<file path="src/rtl/dbd_pkg.sv">
package dbd_pkg;
   typedef enum logic {
      LIST_XFER = 1'b0,
      LIST_TASK = 1'b1
   } list_e;
endpackage

</file>
<file path="src/rtl/dbd_list.sv">
module dbd_list #(
   parameter int N_SLOT = 32,
   localparam int TW = $clog2(N_SLOT),
   localparam int PW = TW + 1
) (
   input  logic              clk,
   input  logic              rst_n,
   input  logic [N_SLOT-1:0] set_i,
   input  logic              pop_i,
   input  logic              cpl_i,
   input  logic [TW-1:0]     cpl_tag_i,
   output logic              cpl_ok_o,
   output logic [N_SLOT-1:0] db_o,
   output logic              head_valid_o,
   output logic [TW-1:0]     head_tag_o
);
   if (N_SLOT < 2 || (N_SLOT & (N_SLOT - 1)) != 0) begin : g_bad_depth
      $error("dbd_list: N_SLOT must be a power of two, at least 2");
   end

   logic [N_SLOT-1:0] db_q, infl_q, fresh, cpl_mask, pop_mask;
   logic [TW-1:0]     ord_q [N_SLOT];
   logic [TW-1:0]     rank  [N_SLOT];
   logic [PW-1:0]     cnt_q, n_push;
   logic [TW-1:0]     rd_q, wr_q;
   logic              pop, hit;

   // only 0->1 transitions are placements; bits already set are ignored
   assign fresh = set_i & ~db_q;

   always_comb begin
      logic [PW-1:0] acc;
      acc = '0;
      for (int i = 0; i < N_SLOT; i++) begin
         rank[i] = acc[TW-1:0];
         acc     = acc + PW'(fresh[i]);
      end
      n_push = acc;
   end

   assign head_valid_o = (cnt_q != '0);
   assign head_tag_o   = ord_q[rd_q];
   assign pop          = pop_i && head_valid_o;
   assign hit          = cpl_i && infl_q[cpl_tag_i];
   assign cpl_ok_o     = infl_q[cpl_tag_i];
   assign cpl_mask     = hit ? (N_SLOT'(1) << cpl_tag_i) : '0;
   assign pop_mask     = pop ? (N_SLOT'(1) << head_tag_o) : '0;
   assign db_o         = db_q;

   always_ff @(posedge clk) begin
      if (!rst_n) begin
         db_q   <= '0;
         infl_q <= '0;
         cnt_q  <= '0;
         rd_q   <= '0;
         wr_q   <= '0;
      end else begin
         db_q   <= (db_q | fresh) & ~cpl_mask;
         infl_q <= (infl_q | pop_mask) & ~cpl_mask;
         cnt_q  <= cnt_q + n_push - PW'(pop);
         wr_q   <= wr_q + n_push[TW-1:0];
         if (pop) rd_q <= rd_q + 1'b1;
      end
   end

   always_ff @(posedge clk) begin
      for (int i = 0; i < N_SLOT; i++) begin
         if (fresh[i]) ord_q[TW'(wr_q + rank[i])] <= TW'(i);
      end
   end

   // the queue never holds more entries than there are slots
   assert_queue_bounded_R5: assert property (@(posedge clk) disable iff (!rst_n)
      cnt_q <= PW'(N_SLOT));
   // a slot handed out is still rung and was not already with the executor
   assert_pop_fresh_R5: assert property (@(posedge clk) disable iff (!rst_n)
      pop |-> (db_q[head_tag_o] && !infl_q[head_tag_o]));
   // a slot with the executor always has its doorbell bit set
   assert_infl_in_db_R6: assert property (@(posedge clk) disable iff (!rst_n)
      (infl_q & ~db_q) == '0);
endmodule

</file>
<file path="src/rtl/dbd_pick.sv">
module dbd_pick #(
   parameter int TWX = 5,
   parameter int TWT = 3
) (
   input  logic           t_valid_i,
   input  logic [TWT-1:0] t_tag_i,
   input  logic           x_valid_i,
   input  logic [TWX-1:0] x_tag_i,
   input  logic           ready_i,
   output logic           valid_o,
   output logic           list_o,
   output logic [TWX-1:0] tag_o,
   output logic           t_pop_o,
   output logic           x_pop_o
);
   import dbd_pkg::*;
   assign valid_o = t_valid_i | x_valid_i;
   assign list_o  = t_valid_i ? LIST_TASK : LIST_XFER;
   assign tag_o   = t_valid_i ? TWX'(t_tag_i) : x_tag_i;
   assign t_pop_o = ready_i && t_valid_i;
   assign x_pop_o = ready_i && x_valid_i && !t_valid_i;
endmodule

</file>
<file path="src/rtl/doorbell_dispatch.sv">
module doorbell_dispatch #(
   parameter int N_XFER = 32,
   parameter int N_TASK = 8,
   localparam int TWX = $clog2(N_XFER),
   localparam int TWT = $clog2(N_TASK)
) (
   input  logic              clk,
   input  logic              rst_n,
   input  logic              wr_en_i,
   input  logic              wr_list_i,
   input  logic [N_XFER-1:0] wr_data_i,
   output logic              disp_valid_o,
   input  logic              disp_ready_i,
   output logic              disp_list_o,
   output logic [TWX-1:0]    disp_tag_o,
   input  logic              cpl_valid_i,
   input  logic              cpl_list_i,
   input  logic [TWX-1:0]    cpl_tag_i,
   output logic              done_valid_o,
   output logic              done_list_o,
   output logic [TWX-1:0]    done_tag_o,
   output logic [N_XFER-1:0] xfer_db_o,
   output logic [N_TASK-1:0] task_db_o,
   output logic              cpl_err_o
);
   import dbd_pkg::*;

   if (N_TASK > N_XFER) begin : g_bad_sizes
      $error("doorbell_dispatch: N_TASK must not exceed N_XFER");
   end

   logic              x_hv, t_hv, x_pop, t_pop, x_ok, t_ok, t_tag_fits, cpl_ok;
   logic [TWX-1:0]    x_head;
   logic [TWT-1:0]    t_head;
   logic [N_XFER-1:0] x_set;
   logic [N_TASK-1:0] t_set;
   logic              x_cpl, t_cpl;
   logic              done_q, done_list_q, err_q;
   logic [TWX-1:0]    done_tag_q;

   assign x_set = (wr_en_i && wr_list_i == LIST_XFER) ? wr_data_i : '0;
   assign t_set = (wr_en_i && wr_list_i == LIST_TASK) ? wr_data_i[N_TASK-1:0] : '0;

   if (N_TASK < N_XFER) begin : g_tag_range
      assign t_tag_fits = (cpl_tag_i[TWX-1:TWT] == '0);
   end else begin : g_tag_full
      assign t_tag_fits = 1'b1;
   end

   assign x_cpl  = cpl_valid_i && cpl_list_i == LIST_XFER;
   assign t_cpl  = cpl_valid_i && cpl_list_i == LIST_TASK && t_tag_fits;
   assign cpl_ok = (cpl_list_i == LIST_XFER) ? x_ok : (t_tag_fits && t_ok);

   dbd_list #(.N_SLOT(N_XFER)) u_xfer (
      .clk, .rst_n, .set_i(x_set), .pop_i(x_pop), .cpl_i(x_cpl),
      .cpl_tag_i(cpl_tag_i), .cpl_ok_o(x_ok), .db_o(xfer_db_o),
      .head_valid_o(x_hv), .head_tag_o(x_head));

   dbd_list #(.N_SLOT(N_TASK)) u_task (
      .clk, .rst_n, .set_i(t_set), .pop_i(t_pop), .cpl_i(t_cpl),
      .cpl_tag_i(cpl_tag_i[TWT-1:0]), .cpl_ok_o(t_ok), .db_o(task_db_o),
      .head_valid_o(t_hv), .head_tag_o(t_head));

   dbd_pick #(.TWX(TWX), .TWT(TWT)) u_pick (
      .t_valid_i(t_hv), .t_tag_i(t_head), .x_valid_i(x_hv), .x_tag_i(x_head),
      .ready_i(disp_ready_i), .valid_o(disp_valid_o), .list_o(disp_list_o),
      .tag_o(disp_tag_o), .t_pop_o(t_pop), .x_pop_o(x_pop));

   always_ff @(posedge clk) begin
      if (!rst_n) begin
         done_q      <= 1'b0;
         done_list_q <= 1'b0;
         done_tag_q  <= '0;
         err_q       <= 1'b0;
      end else begin
         done_q      <= cpl_valid_i && cpl_ok;
         done_list_q <= cpl_list_i;
         done_tag_q  <= cpl_tag_i;
         if (cpl_valid_i && !cpl_ok) err_q <= 1'b1;
      end
   end

   assign done_valid_o = done_q;
   assign done_list_o  = done_list_q;
   assign done_tag_o   = done_tag_q;
   assign cpl_err_o    = err_q;

   // a pulse only follows a completion report
   assert_pulse_follows_cpl_R6: assert property (@(posedge clk) disable iff (!rst_n)
      done_valid_o |-> $past(cpl_valid_i));
   // the error flag never falls once set
   assert_err_sticky_R7: assert property (@(posedge clk) disable iff (!rst_n)
      cpl_err_o |=> cpl_err_o);
   // a transfer offer implies no task slot is rung without being with the executor
   assert_task_first_R4: assert property (@(posedge clk) disable iff (!rst_n)
      (disp_valid_o && disp_list_o == LIST_XFER) |-> !t_hv);
   // an offer not taken stays the same in the next cycle unless a new task arrives
   assert_offer_held_R9: assert property (@(posedge clk) disable iff (!rst_n)
      (disp_valid_o && !disp_ready_i && !wr_en_i) |=> (disp_valid_o && $stable(disp_tag_o)));
endmodule

</file>
<file path="config.mk">
export PLATFORM = sky130hd
export DESIGN_NAME = doorbell_dispatch
export DESIGN_NICKNAME = d
export VERILOG_FILES = /design/src/rtl/dbd_pkg.sv /design/src/rtl/dbd_list.sv /design/src/rtl/dbd_pick.sv /design/src/rtl/doorbell_dispatch.sv
export SDC_FILE = /design/constraint.sdc
export NUM_CORES = 2
export LEC_CHECK = 0
export BUFFER_PORTS_ARGS = -buffer_cell sky130_fd_sc_hd__buf_2
export CAP_MARGIN = 20
export CORE_ASPECT_RATIO = 0.7
export CORE_UTILIZATION = 30
export CTS_CLUSTER_DIAMETER = 200
export DETAILED_ROUTE_END_ITERATION = 6
export MAX_ROUTING_LAYER = met4
export PLACE_DENSITY = 0.52
export SLEW_MARGIN = 20
export SYNTH_ARGS = -nofsm -noshare
export SYNTH_HDL_FRONTEND = slang
export SYNTH_SLANG_ARGS = --single-unit
</file>
<file path="constraint.sdc">
create_clock -name clk -period 41.9 [get_ports clk]
set_input_delay 6.285 -clock clk [delete_from_list [all_inputs] [get_ports clk]]
set_output_delay 6.285 -clock clk [all_outputs]
set_load 0.02 [all_outputs]
</file>
Yosys cells after proc, flatten, opt, wreduce, memory -nomap -nowiden
Memories as Yosys holds them, arrays and structs flattened. A register that Yosys moved wholly into a read port is not among the register bits. Cells that the tools add are included.

Bits in writable memories: 184. Register bits: 114. Memories: 2. Input bits: 44. Output and inout port bits: 55. Bits in read-only memories: 0. Logic and storage cells: 240. Bits in latches: 0.

Magnitude comparators: 2. Shift operators: 4. Bitwise logic cells: 17. Reduce and logical (&&, ||, !) cells: 20. Div/mod/pow operators: 0. Add/subtract/negate cells: 84. Eq/ne operators: 0. Mux-type cells: 97. Multiply operators: 0.

Memory list: u_xfer.ord_q (depth 32, width 5, read ports 1, clocked after memory_dff 1, wr ports 32, line dbd_list.sv:22) `logic [TW-1:0] ord_q [N_SLOT];`; u_task.ord_q (depth 8, width 3, read ports 1, clocked after memory_dff 1, wr ports 8, line dbd_list.sv:22).

Operators by type and width (number): $add 6x1->6 (30); $add 5x5->5 (31); $and 32x32->32 (3); $mux 32 (3); $mux 1 (84); $not 32->32 (2); $or 32x32->32 (2); $shl 1x5->32 const A (2); $add 4x1->4 (6); $and 8x8->8 (3); $mux 8 (3); $add 3x3->3 (7); $not 8->8 (2); $or 8x8->8 (2); $shl 1x3->8 const A (2); $logic_and 1x1->1 (15); $mux 5 (3); $add 6x6->6 (1); $lt 5x6->1 const B (1); $mux 3 (2); $reduce_bool 6->1 (1); $sub 6x1->6 (1); $add 5x1->5 (1); $add 5x1->5 const B (1); 13 further kinds (16).

Logic depth before layout (Yosys ltp)
Depth after elaboration: 37. Gate-level depth with buffers: 64.

Modules after synthesis
A second synthesis with hierarchy kept.

Cell total of the unflattened synthesis: 6150. Area total of the unflattened synthesis: 42334.4 µm².

By module, submodules not included: dbd_list at u_xfer (instances 1, area an instance 37699.9 µm², sequential area each 4904.7 µm², cells each 5599); dbd_list at u_task (instances 1, area an instance 3965.1 µm², sequential area each 1061.0 µm², cells each 476); doorbell_dispatch (instances 1, area an instance 586.8 µm², sequential area each 160.2 µm², cells each 66); dbd_pick (instances 1, area an instance 82.6 µm², sequential area each 0.0 µm², cells each 9).

Worst setup path after synthesis
Ideal clock, no wire load.

Path type: input to register. From: input port wr_en_i. To: register u_xfer.cnt_q[5]. Setup slack: 19.954 ns. Required time: 41.785 ns. Setup time: 0.115 ns. Data arrival time: 21.831 ns. Stages: 62. Cell sequence: nor2b_1 clkbuf_1 clkbuf_1 buf_1 nand2_1 or2_2 inv_1 fa_1 ha_1 ha_1 ha_1 ha_1 ha_1 ha_1 ha_1 ha_1 ha_1 ha_1 (+26 left out) ha_1 inv_1 ha_1 a21oi_1 xnor2_1 xnor2_1 xnor2_1 xnor2_1 xnor2_1 xnor2_1 xnor2_1 xnor2_1 xnor2_1 xnor2_1 xnor2_1 xnor2_1 xnor2_1 and2_1.

Longest elaborated chain between the ends: 36.

Ends and longest elaborated chain: start, declared (line doorbell_dispatch.sv:9) `input logic wr_en_i,`; $logic_and 1x1->1 (*) (line doorbell_dispatch.sv:41) `assign x_set = (wr_en_i && wr_list_i == LIST_XFER) ? wr_data_i : '0;`; $mux 32 (*) (line doorbell_dispatch.sv:41); $and 32x32->32 (*) (line dbd_list.sv:29) `assign fresh = set_i & ~db_q;`; $add 1x1->2 (line dbd_list.sv:36) `acc = acc + PW'(fresh[i]);`; $add 6x1->6 (29 in series) (line dbd_list.sv:36); $add 6x1->6 (*) (line dbd_list.sv:36); $add 6x6->6 (*) (line dbd_list.sv:60) `cnt_q <= cnt_q + n_push - PW'(pop);`; $sub 6x1->6 (*) (line dbd_list.sv:60); end signal, assigned (line dbd_list.sv:60); end, declared (line dbd_list.sv:24) `logic [PW-1:0] cnt_q, n_push;`.

Mark *: on every way between the ends. The rest lies on a longest branch, timed or not. A chain may end at the register's enable or synchronous reset.

Final worst setup path
Ends and elaborated chain as after synthesis.

==> run_summary.xml <==
<?xml version="1.0" encoding="UTF-8"?>
<metrics>
  <group name="global_routing">
    <metric name="grt_util_met2" unit="%">55.40</metric>
    <metric name="grt-busiest-layer" unit="">met1</metric>
    <metric name="grt_start_max_net_pins" unit="">76</metric>
    <metric name="grt_first_pass_wirelength" unit="microns">424000</metric>
    <metric name="met1_usage" unit="%">64.65</metric>
    <metric name="residual_overflow_from_global_routing" unit="">0</metric>
    <metric name="grtUsageTotal" unit="%">45.70</metric>
    <metric name="grt_pass1_vias" unit="">47700</metric>
    <metric name="global_route.usage.met3" unit="%">23.31</metric>
    <metric name="grt_antenna_before_repair" unit="">18</metric>
  </group>
  <group name="worst_hold_path">
    <metric name="hold_end" unit="">u_xfer.infl_q[5]$_SDFF_PN0_</metric>
    <metric name="cell_count_of_the_worst_hold_path" unit="">2</metric>
    <metric name="hp-start" unit="">u_xfer.infl_q[5]$_SDFF_PN0_</metric>
    <metric name="min-delay-path-class" unit="">flip-flop to flip-flop</metric>
  </group>
  <group name="power_and_ir_drop">
    <metric name="pwr-share-clk" unit="%">7.3</metric>
    <metric name="internal-power" unit="mW">1.740</metric>
    <metric name="combinationalPowerShare" unit="%">83.1</metric>
    <metric name="total_leakage_power" unit="nW">18.80</metric>
    <metric name="power.switching_fraction" unit="%">66.73</metric>
    <metric name="net-switching-power" unit="mW">3.489</metric>
    <metric name="power.density" unit="mW/mm^2">112.3</metric>
    <metric name="power.share.sequential" unit="%">9.7</metric>
    <metric name="irDropWorstVdd" unit="uV">132.0</metric>
  </group>
  <group name="placement">
    <metric name="dpl_cell_area" unit="sq mm">0.04511</metric>
    <metric name="numPortBuffers" unit="">98</metric>
    <metric name="post-place-ws" unit="ns">17.82</metric>
    <metric name="numPlacedInstances" unit="">8013</metric>
    <metric name="gp_congestion" unit="">1.205</metric>
    <metric name="dpl.hpwl" unit="microns">277100</metric>
  </group>
  <group name="synthesis">
    <metric name="synth_area" unit="sq mm">0.04168</metric>
    <metric name="syn_avg_cell_area" unit="sq um">6.841</metric>
    <metric name="synthesis.instances" unit="">6093</metric>
    <metric name="synth_largest_type_area_fraction" unit="%">14.70</metric>
    <metric name="netlist.top_cell.by_area" unit="">sky130_fd_sc_hd__dfxtp_1</metric>
    <metric name="list_of_most_frequent_post_synthesis_cells" unit="">sky130_fd_sc_hd__nor2_1, sky130_fd_sc_hd__nand2_1, sky130_fd_sc_hd__a21oi_1</metric>
    <metric name="synth_cell_types" unit="">105</metric>
    <metric name="synth_fp_nets" unit="">6402</metric>
    <metric name="async_reset_ff_share" unit="%">0</metric>
    <metric name="synth.yosys.seq_area_share" unit="%">14.70</metric>
    <metric name="ys.flop_type" unit="">sky130_fd_sc_hd__dfxtp_1</metric>
    <metric name="yosys-top-cells-area" unit="">sky130_fd_sc_hd__dfxtp_1, sky130_fd_sc_hd__nor2_1, sky130_fd_sc_hd__nand2_1, sky130_fd_sc_hd__ha_1, sky130_fd_sc_hd__a21oi_1</metric>
    <metric name="number_of_enable_flip_flop_cells_after_synthesis" unit="">0</metric>
    <metric name="yosys_register_bits" unit="">306</metric>
    <metric name="yosys.cell_count.top_type" unit="">sky130_fd_sc_hd__nor2_1</metric>
    <metric name="synth_warnings" unit="">0</metric>
  </group>
  <group name="die">
    <metric name="fp.dieArea" unit="sq mm">0.1405</metric>
    <metric name="floorplan.initialDensity" unit="%">30.22</metric>
    <metric name="top_level_ports" unit="">99</metric>
    <metric name="floorplan.core_area" unit="sq mm">0.1379</metric>
    <metric name="die_w" unit="microns">447.5</metric>
    <metric name="floorplan.rows" unit="">114</metric>
    <metric name="die_height" unit="microns">313.9</metric>
  </group>
  <group name="detailed_routing">
    <metric name="route.final.wire_length" unit="microns">323400</metric>
    <metric name="detail-route-antenna-nets" unit="">0</metric>
    <metric name="first_pass_iters" unit="">7</metric>
    <metric name="detail_route.wl_per_cell" unit="microns">39.91</metric>
    <metric name="vias_per_cell" unit="">6.583</metric>
    <metric name="first_drt_iteration_drcs" unit="">9015</metric>
    <metric name="vias" unit="">53350</metric>
    <metric name="remaining_drc_errors" unit="">1</metric>
  </group>
  <group name="clocking">
    <metric name="cts_buffers" unit="">39</metric>
    <metric name="clock-sinks" unit="">306</metric>
    <metric name="clock_tree.buffer_depth" unit="">3</metric>
    <metric name="cts-htree-levels" unit="">2</metric>
    <metric name="tritoncts" unit="">built</metric>
    <metric name="post-cts-setup-buffers" unit="">0</metric>
    <metric name="cts_resized" unit="">0</metric>
    <metric name="clkLatencyLatePin" unit="ns">0.65</metric>
    <metric name="clkTransAtPathRegs" unit="ns">0.06</metric>
    <metric name="clock_tree.root_cell" unit="">sky130_fd_sc_hd__clkbuf_16</metric>
    <metric name="postCtsHoldBufs" unit="">0</metric>
  </group>
  <group name="finish">
    <metric name="drive_gt1_share" unit="%">9.342</metric>
    <metric name="finalNetCount" unit="">6509</metric>
    <metric name="area.growth.synth_to_final" unit="%">11.72</metric>
    <metric name="fillCellCount" unit="">15300</metric>
    <metric name="final-instance-count-excl-fill" unit="">8104</metric>
    <metric name="finalCoreUtilization" unit="%">33.76</metric>
    <metric name="final_area" unit="sq mm">0.04657</metric>
  </group>
  <group name="timing">
    <metric name="worst_slew_pin_slew" unit="ns">1.254</metric>
    <metric name="fmax_achieved" unit="MHz">42.15</metric>
    <metric name="post-route-min-period" unit="ns">23.72</metric>
    <metric name="layout_worst_path_cycle_share" unit="%">56.62</metric>
    <metric name="timing.clock.skew" unit="ns">0.04599</metric>
    <metric name="setup_viol" unit="">0</metric>
    <metric name="slew_headroom" unit="%">15.33</metric>
    <metric name="finalMaxSlewViolations" unit="">0</metric>
    <metric name="setup_total_negative_slack" unit="ns">0</metric>
    <metric name="grt_setup_unrepaired" unit="">false</metric>
    <metric name="hold_viol" unit="">0</metric>
    <metric name="fin_ws" unit="ns">18.18</metric>
  </group>
  <group name="outcome">
    <metric name="violations" unit="">DRC</metric>
    <metric name="status" unit="">complete, but fails checks</metric>
  </group>
  <group name="worst_setup_path">
    <metric name="worst-r2r-setup-slack" unit="ns">24.10</metric>
    <metric name="required" unit="ns">42.44</metric>
    <metric name="criticalPathCategory" unit="">input pin to flip-flop</metric>
    <metric name="critical-path-max-stage-delay" unit="ns">0.83</metric>
    <metric name="crit_buf_inv" unit="">3</metric>
    <metric name="timing.reg2reg.worst_path_depth" unit="">56</metric>
    <metric name="timing.critical_path.mode_cell" unit="">sky130_fd_sc_hd__ha_1</metric>
    <metric name="setup.worst_path.start_class" unit="">input pin</metric>
    <metric name="worst-endpoint-arrival" unit="ns">24.27</metric>
    <metric name="crit_family" unit="">adder cells</metric>
    <metric name="worst-path-max-fanout" unit="">31</metric>
    <metric name="worstReg2RegStart" unit="">u_xfer.db_o[0]$_SDFF_PN0_</metric>
    <metric name="timing.rr.end" unit="">u_xfer.cnt_q[5]$_SDFF_PN0_</metric>
    <metric name="timing.critical_path.to_type" unit="">flip-flop</metric>
    <metric name="critPathSlowestCell" unit="">sky130_fd_sc_hd__ha_1</metric>
  </group>
  <group name="job">
    <metric name="maxCapViolations" unit="">0</metric>
  </group>
</metrics>
==> routing by layer <==
metal | share of wire, % | vias up | wire length [microns]
met5 | 0 | - | 0
met2 | 36 | 3864 | 115000
met4 | 2.7 | 0 | 8801
met1 | 45 | 26480 | 146000
li1 | - | 22610 | -
met3 | 17 | 394 | 53700
==> cells in the final DEF (no fill, tap or decap), types with 68 or more instances in the layout <==
cell	netlist	layout
sky130_fd_sc_hd__nor2_1	894	891
sky130_fd_sc_hd__nand2_1	778	778
sky130_fd_sc_hd__a21oi_1	426	426
sky130_fd_sc_hd__o21ai_0	367	363
sky130_fd_sc_hd__nor3_1	320	310
sky130_fd_sc_hd__dfxtp_1	306	298
sky130_fd_sc_hd__nand3_1	293	293
sky130_fd_sc_hd__ha_1	222	222
sky130_fd_sc_hd__o22ai_1	206	206
sky130_fd_sc_hd__inv_1	205	204
sky130_fd_sc_hd__xnor2_1	194	191
sky130_fd_sc_hd__buf_4	1	167
sky130_fd_sc_hd__xor2_1	101	101
sky130_fd_sc_hd__buf_2	21	98
sky130_fd_sc_hd__and2_1	93	93
sky130_fd_sc_hd__a31oi_1	90	90
sky130_fd_sc_hd__or2_2	90	90
sky130_fd_sc_hd__or3_1	78	78
sky130_fd_sc_hd__a21o_1	71	71
sky130_fd_sc_hd__mux4_2	68	68
==> worst register-to-register path: cells and delay by family, from the launching register on <==
kind	cells	cell delay [ns]
flip-flops	1	0.40
XOR/XNOR	22	4.77
AND/OR/NAND/NOR	4	1.00
AO/OA/AOI/OAI	1	0.19
adder cells (fa/ha/maj)	27	10.94
buffers and inverters	2	0.36
==> stage by stage <==
stage                     hold slack [ns]  total power, mW
after global placement             0.4425            4.522
after CTS                          0.4652            4.885
final                              0.4675            5.228
after detailed placement           0.4462            4.488
after floorplan                    0.4209            2.716
after global routing               0.4740            5.283
==> final cells by class <==
type                    count  area [sq um]  share of cell area, %
flip-flops and latches    306          6136                  13.18
well taps                1856          2322                  4.987
multi-input cells        5376         34140                  73.32
clock buffers              53          1099                  2.359
repair buffers            266          1759                  3.778
inverters                 211         797.0                  1.712
clock inverters            18         267.8                 0.5750
diodes                     18         45.04                0.09673
==> sequential cells by signal (all words and copies together), names as in the netlist, 3 cells and up, named ones only <==
name / count
u_task.ord_q: 24
u_task.db_o: 8
u_task.rd_q: 3
u_task.cnt_q: 4
u_xfer.wr_q: 5
u_xfer.rd_q: 5
u_xfer.infl_q: 32
done_tag_o: 5
u_xfer.cnt_q: 6
u_xfer.ord_q: 160
u_task.wr_q: 3
u_task.infl_q: 8
u_xfer.db_o: 32
==> worst max-delay path by stage <==
stage / cells past startpoint / slack, ns / start / to
after floorplan: 62 / 19.95 / wr_en_i / u_xfer.cnt_q[5]$_SDFF_PN0_
after global placement: 59 / 18.03 / wr_en_i / u_xfer.cnt_q[5]$_SDFF_PN0_
after detailed placement: 59 / 17.82 / wr_en_i / u_xfer.cnt_q[5]$_SDFF_PN0_
after CTS: 59 / 18.42 / wr_en_i / u_xfer.cnt_q[5]$_SDFF_PN0_
after global routing: 59 / 17.29 / wr_en_i / u_xfer.cnt_q[5]$_SDFF_PN0_
final: 59 / 18.18 / wr_en_i / u_xfer.cnt_q[5]$_SDFF_PN0_
==> logic make-up (layout without fill, tap and decap cells) <==
family,Yosys count,count (layout),share of synthesized area (%)
compound gates,1726,1726,26.34
xor+xnor,347,347,9.003
fa+ha+maj,268,268,8.801
buf+inv,411,548,3.803
flops,306,306,14.70
mux,119,119,4.968
other cells,0,18,0
simple gates,2916,2916,32.39
==> power by group through the flow <==
stage | Combinational (mW) | Sequential [mW] | Clock (mW)
3_5_place_dp | 3.98 | 0.503 | 0
3_3_place_gp | 4.02 | 0.506 | 0
5_1_grt | 4.38 | 0.508 | 0.394
4_1_cts | 4.00 | 0.498 | 0.384
2_1_floorplan | 2.26 | 0.461 | 0
6_report | 4.34 | 0.505 | 0.379
No activity file was read; power rests on OpenSTA's default activity.
